--- src/rtl/tc_pkg.sv ---
package tc_pkg;

    localparam int BYTE_W    = 8;
    localparam int LO_PRE_W  = 5;
    localparam int ADDR_W    = 3;
    localparam int CHANNELS  = 2;

    typedef enum logic [1:0] {
        TM_13    = 2'd0,
        TM_16    = 2'd1,
        TM_8RL   = 2'd2,
        TM_SPLIT = 2'd3
    } tc_mode_e;

    typedef struct packed {
        logic     gate;
        logic     ext_sel;
        tc_mode_e mode;
    } tc_chan_cfg_t;

    typedef struct packed {
        tc_chan_cfg_t t1;
        tc_chan_cfg_t t0;
    } tc_cfg_t;

    typedef enum logic [ADDR_W-1:0] {
        RA_CFG  = 3'd0,
        RA_CTRL = 3'd1,
        RA_LO0  = 3'd2,
        RA_HI0  = 3'd3,
        RA_LO1  = 3'd4,
        RA_HI1  = 3'd5
    } tc_addr_e;

    function automatic logic chan_enable(input logic run, input logic gate,
                                         input logic irq, input logic act_hi);
        return run & (~gate | (irq == act_hi));
    endfunction

endpackage

--- src/rtl/tc_edge_sync.sv ---
module tc_edge_sync #(
    parameter int STAGES = 2
) (
    input  logic clk,
    input  logic rst,
    input  logic pin,
    output logic fall
);
    logic [STAGES-1:0] sh;
    logic              prev;

    always_ff @(posedge clk) begin
        if (rst) begin
            sh   <= '0;
            prev <= 1'b0;
        end else begin
            sh   <= {sh[STAGES-2:0], pin};
            prev <= sh[STAGES-1];
        end
    end

    assign fall = prev & ~sh[STAGES-1];
endmodule

--- src/rtl/tc_count_unit.sv ---
module tc_count_unit
    import tc_pkg::*;
#(
    parameter int W     = 8,
    parameter int PRE_W = 5,
    parameter bit SPLIT = 1'b1
) (
    input  logic         clk,
    input  logic         rst,
    input  tc_mode_e     mode,
    input  logic         adv,
    input  logic         hi_adv,
    input  logic         wr_lo,
    input  logic         wr_hi,
    input  logic [W-1:0] wr_data,
    output logic [W-1:0] lo_q,
    output logic [W-1:0] hi_q,
    output logic         ovf,
    output logic         hi_ovf
);
    localparam logic [PRE_W-1:0] PRE_MAX = '1;
    localparam logic [W-1:0]     B_MAX   = '1;
    localparam logic [2*W-1:0]   W_ONE   = 1;

    logic [W-1:0] lo_n, hi_n;
    logic         ovf_raw, hi_ovf_raw;
    logic         split_on;

    assign split_on = SPLIT && (mode == TM_SPLIT);

    always_comb begin
        lo_n       = lo_q;
        hi_n       = hi_q;
        ovf_raw    = 1'b0;
        hi_ovf_raw = 1'b0;
        unique case (mode)
            TM_13: begin
                if (adv) begin
                    lo_n[PRE_W-1:0] = lo_q[PRE_W-1:0] + 1'b1;
                    if (lo_q[PRE_W-1:0] == PRE_MAX) begin
                        hi_n    = hi_q + 1'b1;
                        ovf_raw = (hi_q == B_MAX);
                    end
                end
            end
            TM_16: begin
                if (adv) begin
                    {hi_n, lo_n} = {hi_q, lo_q} + W_ONE;
                    ovf_raw      = &{hi_q, lo_q};
                end
            end
            TM_8RL: begin
                if (adv) begin
                    if (lo_q == B_MAX) begin
                        lo_n    = hi_q;
                        ovf_raw = 1'b1;
                    end else begin
                        lo_n = lo_q + 1'b1;
                    end
                end
            end
            TM_SPLIT: begin
                if (SPLIT) begin
                    if (adv) begin
                        lo_n    = lo_q + 1'b1;
                        ovf_raw = (lo_q == B_MAX);
                    end
                    if (hi_adv) begin
                        hi_n       = hi_q + 1'b1;
                        hi_ovf_raw = (hi_q == B_MAX);
                    end
                end
            end
            default: ;
        endcase
        if (wr_lo) lo_n = wr_data;
        if (wr_hi) hi_n = wr_data;
    end

    assign ovf    = ovf_raw & ~wr_lo & (split_on | ~wr_hi);
    assign hi_ovf = hi_ovf_raw & ~wr_hi;

    always_ff @(posedge clk) begin
        if (rst) begin
            lo_q <= '0;
            hi_q <= '0;
        end else begin
            lo_q <= lo_n;
            hi_q <= hi_n;
        end
    end
endmodule

--- src/rtl/dual_timer_counter.sv ---
module dual_timer_counter
    import tc_pkg::*;
#(
    parameter int W           = tc_pkg::BYTE_W,
    parameter int PRE_W       = tc_pkg::LO_PRE_W,
    parameter int SYNC_STAGES = 2
) (
    input  logic              clk,
    input  logic              rst,
    input  logic              tick,
    input  logic [1:0]        ext_cnt,
    input  logic [1:0]        ext_irq,
    input  logic [1:0]        irq_act_hi,
    input  logic              wr_en,
    input  logic [ADDR_W-1:0] wr_addr,
    input  logic [W-1:0]      wr_data,
    input  logic [ADDR_W-1:0] rd_addr,
    output logic [W-1:0]      rd_data,
    output logic [1:0]        ovf_flag
);
    localparam int NCH = tc_pkg::CHANNELS;

    tc_cfg_t                  cfg_q;
    logic [NCH-1:0]           run_q;
    logic [NCH-1:0]           flag_q;
    tc_chan_cfg_t [NCH-1:0]   ch_cfg;
    logic [NCH-1:0]           fall;
    logic [NCH-1:0]           adv;
    logic [NCH-1:0]           hi_adv;
    logic [NCH-1:0]           wr_lo, wr_hi;
    logic [NCH-1:0]           ovf, hi_ovf;
    logic [NCH-1:0][W-1:0]    cnt_lo, cnt_hi;
    logic [NCH-1:0]           flag_set;
    logic                     wr_cfg, wr_ctrl;

    assign ch_cfg[0] = cfg_q.t0;
    assign ch_cfg[1] = cfg_q.t1;

    assign wr_cfg   = wr_en && (wr_addr == RA_CFG);
    assign wr_ctrl  = wr_en && (wr_addr == RA_CTRL);
    assign wr_lo[0] = wr_en && (wr_addr == RA_LO0);
    assign wr_hi[0] = wr_en && (wr_addr == RA_HI0);
    assign wr_lo[1] = wr_en && (wr_addr == RA_LO1);
    assign wr_hi[1] = wr_en && (wr_addr == RA_HI1);

    // Channel 0's high half borrows channel 1's run bit in split mode.
    assign hi_adv[0] = run_q[1] & tick;
    assign hi_adv[1] = 1'b0;

    for (genvar i = 0; i < NCH; i++) begin : g_ch
        tc_edge_sync #(.STAGES(SYNC_STAGES)) u_sync (
            .clk  (clk),
            .rst  (rst),
            .pin  (ext_cnt[i]),
            .fall (fall[i])
        );

        assign adv[i] = chan_enable(run_q[i], ch_cfg[i].gate, ext_irq[i], irq_act_hi[i])
                        & (ch_cfg[i].ext_sel ? fall[i] : tick);

        tc_count_unit #(.W(W), .PRE_W(PRE_W), .SPLIT(i == 0)) u_cnt (
            .clk     (clk),
            .rst     (rst),
            .mode    (ch_cfg[i].mode),
            .adv     (adv[i]),
            .hi_adv  (hi_adv[i]),
            .wr_lo   (wr_lo[i]),
            .wr_hi   (wr_hi[i]),
            .wr_data (wr_data),
            .lo_q    (cnt_lo[i]),
            .hi_q    (cnt_hi[i]),
            .ovf     (ovf[i]),
            .hi_ovf  (hi_ovf[i])
        );
    end

    assign flag_set[0] = ovf[0];
    assign flag_set[1] = hi_ovf[0] | hi_ovf[1] | (ovf[1] & (ch_cfg[0].mode != TM_SPLIT));

    always_ff @(posedge clk) begin
        if (rst) begin
            cfg_q  <= '0;
            run_q  <= '0;
            flag_q <= '0;
        end else begin
            if (wr_cfg) cfg_q <= tc_cfg_t'(wr_data[7:0]);
            if (wr_ctrl) run_q <= wr_data[1:0];
            flag_q <= (wr_ctrl ? wr_data[3:2] : flag_q) | flag_set;
        end
    end

    always_comb begin
        case (tc_addr_e'(rd_addr))
            RA_CFG:  rd_data = W'(cfg_q);
            RA_CTRL: rd_data = W'({flag_q, run_q});
            RA_LO0:  rd_data = cnt_lo[0];
            RA_HI0:  rd_data = cnt_hi[0];
            RA_LO1:  rd_data = cnt_lo[1];
            RA_HI1:  rd_data = cnt_hi[1];
            default: rd_data = '0;
        endcase
    end

    assign ovf_flag = flag_q;
endmodule

--- config.mk ---
export PLATFORM = sky130hd
export DESIGN_NAME = dual_timer_counter
export DESIGN_NICKNAME = d
export VERILOG_FILES = /design/src/rtl/tc_pkg.sv /design/src/rtl/tc_edge_sync.sv /design/src/rtl/tc_count_unit.sv /design/src/rtl/dual_timer_counter.sv
export SDC_FILE = /design/constraint.sdc
export NUM_CORES = 1
export LEC_CHECK = 0
export ABC_CLOCK_PERIOD_IN_PS = 2500
export CORE_MARGIN = 4
export CORE_UTILIZATION = 50
export DETAILED_ROUTE_END_ITERATION = 8
export MAX_ROUTING_LAYER = met4
export PLACE_DENSITY = 0.82
export SLEW_MARGIN = 40
export SYNTH_ARGS = -nofsm -noshare
export SYNTH_HDL_FRONTEND = slang
export SYNTH_HIERARCHICAL = 1
export SYNTH_SLANG_ARGS = --single-unit
--- constraint.sdc ---
create_clock -name clk -period 2.5 [get_ports clk]
set_input_delay 0.25 -clock clk [delete_from_list [all_inputs] [get_ports clk]]
set_output_delay 0.25 -clock clk [all_outputs]
set_load 0.02 [all_outputs]
### Word-level counts from Yosys, hierarchy flattened

Cells that the tools add are included.

| word-level totals | value |
|---|---|
| register bits after elaboration | 50 |
| output and inout port bits | 10 |
| logic and storage cells | 158 |

| operators by class | value |
|---|---|
| equal/unequal tests | 38 |
| bitwise gates (word level) | 26 |
| add/sub/neg operators | 8 |
| muxes and demuxes | 45 |
| reduce and logical (&&, ||, !) cells | 23 |

Operator list:

| cell | count |
|---|---|
| $mux W8 | 18 |
| $pmux W8 S6 | 1 |
| $ne A3 B1 Y1 const B | 14 |
| $add A16 B1 Y16 const B | 2 |
| $add A8 B1 Y8 const B | 4 |
| $eq A8 B8 Y1 const B | 4 |
| $reduce_and A16 Y1 | 2 |
| $pmux W8 S3 | 1 |
| $pmux W5 S4 | 1 |
| $pmux W8 S2 | 1 |
| $reduce_and A4 Y1 | 4 |
| $mux W1 | 15 |
| $pmux W5 S3 | 1 |
| $and A1 B1 Y1 | 13 |
| $eq A3 B2 Y1 const B | 4 |
| $eq A3 B3 Y1 const B | 4 |
| $reduce_bool A4 Y1 | 3 |
| $add A5 B1 Y5 const B | 2 |
| $eq A5 B5 Y1 const B | 2 |
| $mux W5 | 2 |
| $pmux W3 S3 | 1 |
| $not A1 Y1 | 8 |
| $eq A2 B2 Y1 const B | 3 |
| $eq A3 B1 Y1 const B | 2 |
| 15 further kinds | 28 |

### Logic depth before layout (Yosys ltp)

Gate-level depths: netlist (run 1).

| logic depth | value |
|---|---|
| depth in word-level cells | 11 |
| gate-level depth with buffers | 10 |
| mapped depth without buffers | 9 |

### By module

The synthesis (run 1) kept the hierarchy.

Modules (own cells, without submodules):

| module | times used | cells an instance | area each (µm²) |
|---|---|---|---|
| tc_count_unit at g_ch[1].u_cnt | 1 | 173 | 1332.5 |
| tc_count_unit at g_ch[0].u_cnt | 1 | 165 | 1316.3 |
| dual_timer_counter | 1 | 117 | 942.2 |
| tc_edge_sync | 2 | 7 | 87.6 |

### Least setup slack after synthesis (run 1)

Ideal clock, no wire load.

| path | value |
|---|---|
| kind | register -> register |
| from | register g_ch[0].u_sync.sh[1] |
| to | register g_ch[0].u_cnt.hi_q[6] |
| library setup time | 0.132 ns |
| stages on the path, launching flop included | 11 |
| arrival | 2.150 ns |
| data required time | 2.368 ns |
| buffers on the path | 1 |
| slack | 0.218 ns |
| cells stage by stage | dfxtp_1 and2b_2 nand2b_1 o211ai_1 a21oi_1 nor2b_1 or4_1 buf_2 a2111oi_2 xnor2_1 a21oi_1 |

| between the ends | value |
|---|---|
| word-level cells in the longest chain between the ends | 6 |
| elaborated cells on any way between the ends | 7 |
| those cells by class | eq/ne (2); mux (1); bitwise (3); reduce/logical (1) |

Ends and longest elaborated chain:

| element | RTL line | text |
|---|---|---|
| start: declaration | tc_edge_sync.sv:9 | `logic [STAGES-1:0] sh;` |
| start signal: assignment | tc_edge_sync.sv:17 | `sh <= {sh[STAGES-2:0], pin};` |
| $not A1 Y1 (*) | tc_edge_sync.sv:22 | `assign fall = prev & ~sh[STAGES-1];` |
| $and A1 B1 Y1 (*) | tc_edge_sync.sv:22 |  |
| net fall[0] | dual_timer_counter.sv:27 | `logic [NCH-1:0] fall;` |
| $mux W1 (*) | dual_timer_counter.sv:59 | `& (ch_cfg[i].ext_sel ? fall[i] : tick);` |
| $and A1 B1 Y1 (*) | dual_timer_counter.sv:59 |  |
| net adv[0] | dual_timer_counter.sv:28 | `logic [NCH-1:0] adv;` |
| $ne A3 B1 Y1 (no line) | - |  |
| $reduce_and A5 Y1 (no line) (*) | - |  |
| end signal: assignment | tc_count_unit.sv:89 | `hi_q <= hi_n;` |
| end: declaration | tc_count_unit.sv:17 | `output logic [W-1:0] hi_q,` |

The timed path passes the listed nets; every way through them passes the cells marked *.
A chain may end at the register's enable or synchronous reset.

### Worst setup path after layout (run 1)

| path | value |
|---|---|
| from | input port rd_addr[0] |
| to | output port rd_data[0] |

| between the ends | value |
|---|---|
| word-level cells in the longest chain between the ends | 2 |
| elaborated cells on any way between the ends | 7 |
| those cells by class | eq/ne (5); mux (1); reduce/logical (1) |

Ends and longest elaborated chain:

| element | RTL line | text |
|---|---|---|
| start: declaration | dual_timer_counter.sv:17 | `input logic [ADDR_W-1:0] rd_addr,` |
| $eq A3 B3 Y1, or another cell as far along | dual_timer_counter.sv:93 | `case (tc_addr_e'(rd_addr))` |
| $pmux W8 S6 (*) | dual_timer_counter.sv:93 |  |
| end: declaration | dual_timer_counter.sv:18 | `output logic [W-1:0] rd_data,` |

Mark *: on every way between the ends. The rest lies on a longest branch, timed or not.

==> results of run 1 <==
-- worst max-delay path by stage --
stage / start / to / slack [ns] / cells past startpoint
after floorplan: g_ch[0].u_sync/sh[1] / g_ch[0].u_cnt/hi_q[6] / 0.22 / 10
after global placement: irq_act_hi[0] / g_ch[0].u_cnt/hi_q[4] / 0.006 / 8
after detailed placement: irq_act_hi[0] / g_ch[0].u_cnt/hi_q[4] / -0.1 / 8
after CTS: rd_addr[0] / rd_data[0] / 0.08 / 6
after global routing: rd_addr[1] / rd_data[3] / 0.002 / 6
final: rd_addr[0] / rd_data[0] / 0.05 / 6
-- power by group through the flow --
stage / sequential [mW] / clock (mW) / combinational, mW
after floorplan: 0.869 / 0 / 0.172
after global placement: 0.872 / 0 / 0.315
after detailed placement: 0.874 / 0 / 0.322
after CTS: 0.855 / 0.542 / 0.323
after global routing: 0.861 / 0.577 / 0.355
final: 0.856 / 0.539 / 0.331
-- registers in the layout (all words and copies together) (netlist names) --
name,count
g_ch.u_sync/sh,4
g_ch.u_sync/prev,2
ovf_flag,2
g_ch.u_cnt/hi_q,16
run_q,2
g_ch.u_cnt/lo_q,16
cfg_q,8
-- routing by layer --
layer / share of wire [%] / GRT usage, %
met2: 45 / 42.9
met3: 9.1 / 4.38
met4: 3.3 / 12.1
met1: 43 / 37.3
met5: 0 / -
-- layout make-up --
| cell class | instances | area [um2] |
|---|---|---|
| fill | 677 | 2800 |
| multi-input combinational | 361 | 2540 |
| sequential | 50 | 1000 |
| timing repair buffer | 71 | 613 |
| tap | 99 | 124 |
| inverter | 32 | 120 |
| clock buffer | 5 | 68.8 |
| clock inverter | 3 | 28.8 |
-- per-stage QoR --
| stage | setup WS [ns] | total power, mW | area [um2] | instances | setup TNS [ns] |
|---|---|---|---|---|---|
| global placement | 0.00608 | 1.19 | 4390 | 613 | 0 |
| floorplan | 0.218 | 1.04 | 3760 | 468 | 0 |
| CTS | 0.0794 | 1.72 | 4490 | 621 | 0 |
| detailed placement | -0.0988 | 1.20 | 4390 | 613 | -0.252 |
| finish | 0.0499 | 1.73 | 4500 | 621 | 0 |
| global route | 0.00215 | 1.79 | 4500 | 621 | 0 |
-- cells in the final DEF, fill, tap and decap left out, drive strengths merged, types with 5 or more instances in the layout --
| cell type | instances |
|---|---|
| nand2 | 40 |
| clkdlybuf4s50 | 31 |
| nand4 | 6 |
| clkbuf | 5 |
| ha | 14 |
| and3 | 9 |
| a22oi | 7 |
| nor4 | 5 |
| nor2b | 14 |
| a21oi | 46 |
| a211oi | 9 |
| mux2 | 10 |
| dfxtp | 50 |
| o22ai | 13 |
| buf | 39 |
| mux2i | 18 |
| o21a | 6 |
| nand2b | 6 |
| a221oi | 6 |
| nor3 | 14 |
| xnor2 | 12 |
| nand3 | 13 |
| nor2 | 24 |
| xor2 | 7 |
| o21ai | 13 |
| inv | 34 |
==> metrics.cfg, run 1 <==
[run_status]
outcome = completed

[routing]
routed_wl_um = 11900
vias = 3937
drt.antenna.violating_nets = 0
drt_iter0_drc = 568
via_per_inst = 6.34
wl_per_cell_um = 19.2
firstDrtPassIters = 5
drc = 0

[sta]
rsz0062_at_grt = false
timing.hold.ws_ns = 0.429
tightestPinTransition_ns = 0.720
fin_crit_ns = 2.45
slew-limit-headroom_pct = 51.7
hold_viol_final = 0
setup_violations = 0
fin_skew_ns = 0.00530
min_period_over_period_pct = 98.0
max_freq_mhz = 408
maxSlewViolCount = 0

[worst_hold_path]
hold-path-endpoint = g_ch[0].u_cnt/lo_q[2]
whs_path_depth = 2
min_path_type = in2reg
min_from = rst

[clocking]
cts_root_buffer = clkbuf_8
cts.repair.resized = 0
htree_levels = 2
clock-sinks = 50
hold_buffers = 0
postCtsSetupRepairBufs = 0
clockBufferDepth = 2
clock_latency_ns = 0.32
cts_tree = yes
cts_made_buffers = 5
path_clk_slew_ns = 0.11

[worst_setup_path]
path_max_fanout = 10
crit-reg2reg-launch = cfg_q[0]
reg2reg_to = g_ch[0].u_cnt/hi_q[4]
reg2reg_depth = 7
ff2ff_setup_slack_ns = 0.20
crit_chain = clkdlybuf4s50_1 > buf_4 > mux2_2 > a22oi_1 > o22ai_1 > clkdlybuf4s50_1
cp.required_ns = 2.25
arrival_ns = 2.20
critPathMaxStageDelay_ns = 0.57
cpMostUsedCell = clkdlybuf4s50_1
startpoint_type = input port
cpLargestDelayFamily = buffers and inverters
endpoint_kind = output pin
cp_num_buf_inv = 3
worst-setup-path-type = in2out
crit_slowest_cell = clkdlybuf4s50_1

[pwr]
seqPwrFrac_pct = 49.6
p_per_area_mw_per_mm2 = 384
power.share.switching_pct = 31.2
ir_drop_mv = 0.241
p_leak_nw = 1.72
internal_power_mw = 1.19
switchingPower_mw = 0.539
pwr-share-comb_pct = 19.2
clock_power_share_pct = 31.2

[grt]
grt_pass1_vias = 3701
grt.overflow.total = 0
grt_pass1_wl_um = 19300
grt_max_degree = 23
grtUsageTotal_pct = 28.3
antenna_found_initial = 0

[final_layout]
diodes = 0
syn2layout_area_growth_pct = 19.5
drive_gt1_share_pct = 15.9
nets = 559
final_util_pct = 61.7

[yosys]
syn_area_mm2 = 0.00376
netlist_instances = 468
synth_area_per_cell_um2 = 8.04
syn-num-nets = 506
yosys_warnings = 6

[flow_run]
cap_violations = 0

[die]
die_area_mm2 = 0.00898
fp.dieW_um = 94.7
row_count = 31
io_pins = 34
initial_utilization_pct = 51.6
fp.dieH_um = 94.7
core_area_mm2 = 0.00729

[placement]
portBuffers = 33
dpl.hpwl_um = 8980
place.gp.congestion = 1.02

Note: power is estimated with default switching activity, not from simulation.
==> run 2: changes to the inputs <==
- CTS_BUF_LIST: default -> sky130_fd_sc_hd__clkbuf_16
- PLACE_DENSITY: 0.82 -> 0.81
==> metrics.cfg, run 2 (synthesis results as in run 1) <==
[routing]
vias = 3893
via_per_inst = 6.36
routed_wl_um = 11400
firstDrtPassIters = 5
drc = 0
wl_per_cell_um = 18.7
drt.antenna.violating_nets = 0
drt_iter0_drc = 362

[pwr]
pwr-share-comb_pct = 16.0
internal_power_mw = 1.45
power.share.switching_pct = 26.7
clock_power_share_pct = 40.6
ir_drop_mv = 0.362
p_leak_nw = 1.71
switchingPower_mw = 0.528
p_per_area_mw_per_mm2 = 438
total_power_mw = 1.98
seqPwrFrac_pct = 43.5

[worst_setup_path]
cp.required_ns = 2.25
worst-setup-path-type = in2out
critical_path.startpoint = rd_addr[0]
endpoint_kind = output pin
crit_chain = clkdlybuf4s50_1 > buf_12 > mux2_2 > a22oi_1 > o22ai_1 > clkdlybuf4s50_1
crit_cells = 6
cpLargestDelayFamily = buffers and inverters
crit-reg2reg-launch = g_ch[0].u_sync/sh[1]
cp_num_buf_inv = 3
crit_slowest_cell = clkdlybuf4s50_1
startpoint_type = input port
cpMostUsedCell = clkdlybuf4s50_1
ff2ff_setup_slack_ns = 0.12
arrival_ns = 2.19
critPathMaxStageDelay_ns = 0.56
path_max_fanout = 19
reg2reg_depth = 9

[clocking]
clockBufferDepth = 2
htree_levels = 2
clock_latency_ns = 0.29
cts_tree = yes
hold_buffers = 0
cts_root_buffer = clkbuf_16
cts_made_buffers = 5
clock-sinks = 50
path_clk_slew_ns = 0.07

[grt]
grt_pass1_vias = 3548
grt.overflow.total = 0
antenna_found_initial = 0
grt_pass1_wl_um = 18100
grt_max_degree = 29
grtUsageTotal_pct = 26.6

[die]
initial_utilization_pct = 51.6
core_area_mm2 = 0.00729
fp.dieW_um = 94.7
die_area_mm2 = 0.00898
row_count = 31
fp.dieH_um = 94.7
io_pins = 34

[final_layout]
final_util_pct = 61.9
final_cell_mix = dfxtp_1, a21oi_1, nand2_1
instances_no_fill = 612
final_common_cell = dfxtp_1
drive_gt1_share_pct = 14.2
syn2layout_area_growth_pct = 20.0
diodes = 0
nFillCells = 661
nets = 550
multi_input_area_mm2 = 0.00254
final_area_mm2 = 0.00451
largestRegisters = g_ch.u_cnt/hi_q (16), g_ch.u_cnt/lo_q (16), cfg_q (8)
seqCellArea_mm2 = 0.00100

[sta]
min_period_over_period_pct = 97.5
setup_violations = 0
fin_skew_ns = 0.00888
max_freq_mhz = 410
fin_tns_setup_ns = 0
tightestPinTransition_ns = 0.649
fin_crit_ns = 2.44
maxSlewViolCount = 0
hold_viol_final = 0
slew-limit-headroom_pct = 56.6
fin_ws_ns = 0.0635
timing.hold.ws_ns = 0.438

[placement]
place.gp.congestion = 0.967
dp_cells = 604
post-place-ws_ns = -0.0905
postPlaceCellArea_mm2 = 0.00433
portBuffers = 33
dpl.hpwl_um = 8500

[worst_hold_path]
min_path_type = reg2reg
min_from = g_ch[0].u_sync/sh[0]
whs_path_depth = 1

[flow_run]
cap_violations = 0

[run_status]
outcome = completed

-- run 2: changes by cell type in the layout (fill, tap and decap cells not counted) --
| cell | before | now |
|---|---|---|
| bufinv_16 | 0 | 1 |
| clkbuf_16 | 0 | 5 |
| buf_4 | 38 | 28 |
| clkinv_4 | 1 | 0 |
| clkinvlp_4 | 0 | 1 |
| clkbuf_8 | 5 | 0 |
| a21oi_2 | 2 | 1 |
| a21oi_1 | 44 | 45 |
| inv_6 | 1 | 0 |
| buf_12 | 0 | 1 |
-- run 2: area by class of cell --
cell class | count | area share [%]
clock inverters | 3 | 1.08
well taps | 99 | 2.74
multi-input cells | 361 | 56.2
flip-flops and latches | 50 | 22.2
repair buffers | 62 | 12.4
inverters | 32 | 2.66
clock buffers | 5 | 2.77
-- run 2: path summary, 6_finish.rpt --
check | end
setup / recovery | rd_data[4]
hold / removal | g_ch[0].u_sync/sh[1]
setup reg to reg | g_ch[0].u_cnt/hi_q[5]
hold reg to reg | g_ch[0].u_sync/sh[1]
-- run 2: layer usage --
metal	GRT usage (%)	vias up	wire [um]
li1	-	1822	-
met1	36.0	1801	4760
met2	39.6	227	5150
met3	3.90	43	1070
met4	10.9	0	456
met5	-	-	0
-- run 2: power by group through the flow --
stage	sequential (mW)	clock [mW]	combinational, mW
floorplan	0.869	0	0.172
global placement	0.876	0	0.300
detailed placement	0.877	0	0.308
CTS	0.859	0.817	0.310
global route	0.863	0.841	0.338
finish	0.860	0.802	0.315
-- run 2: repair_timing --
item                                   4_1_cts  5_1_grt
setup endpoints to repair                    0        5
setup buffers                                0        0
resized for setup                            0        2
endpoints found under the hold margin        0        0
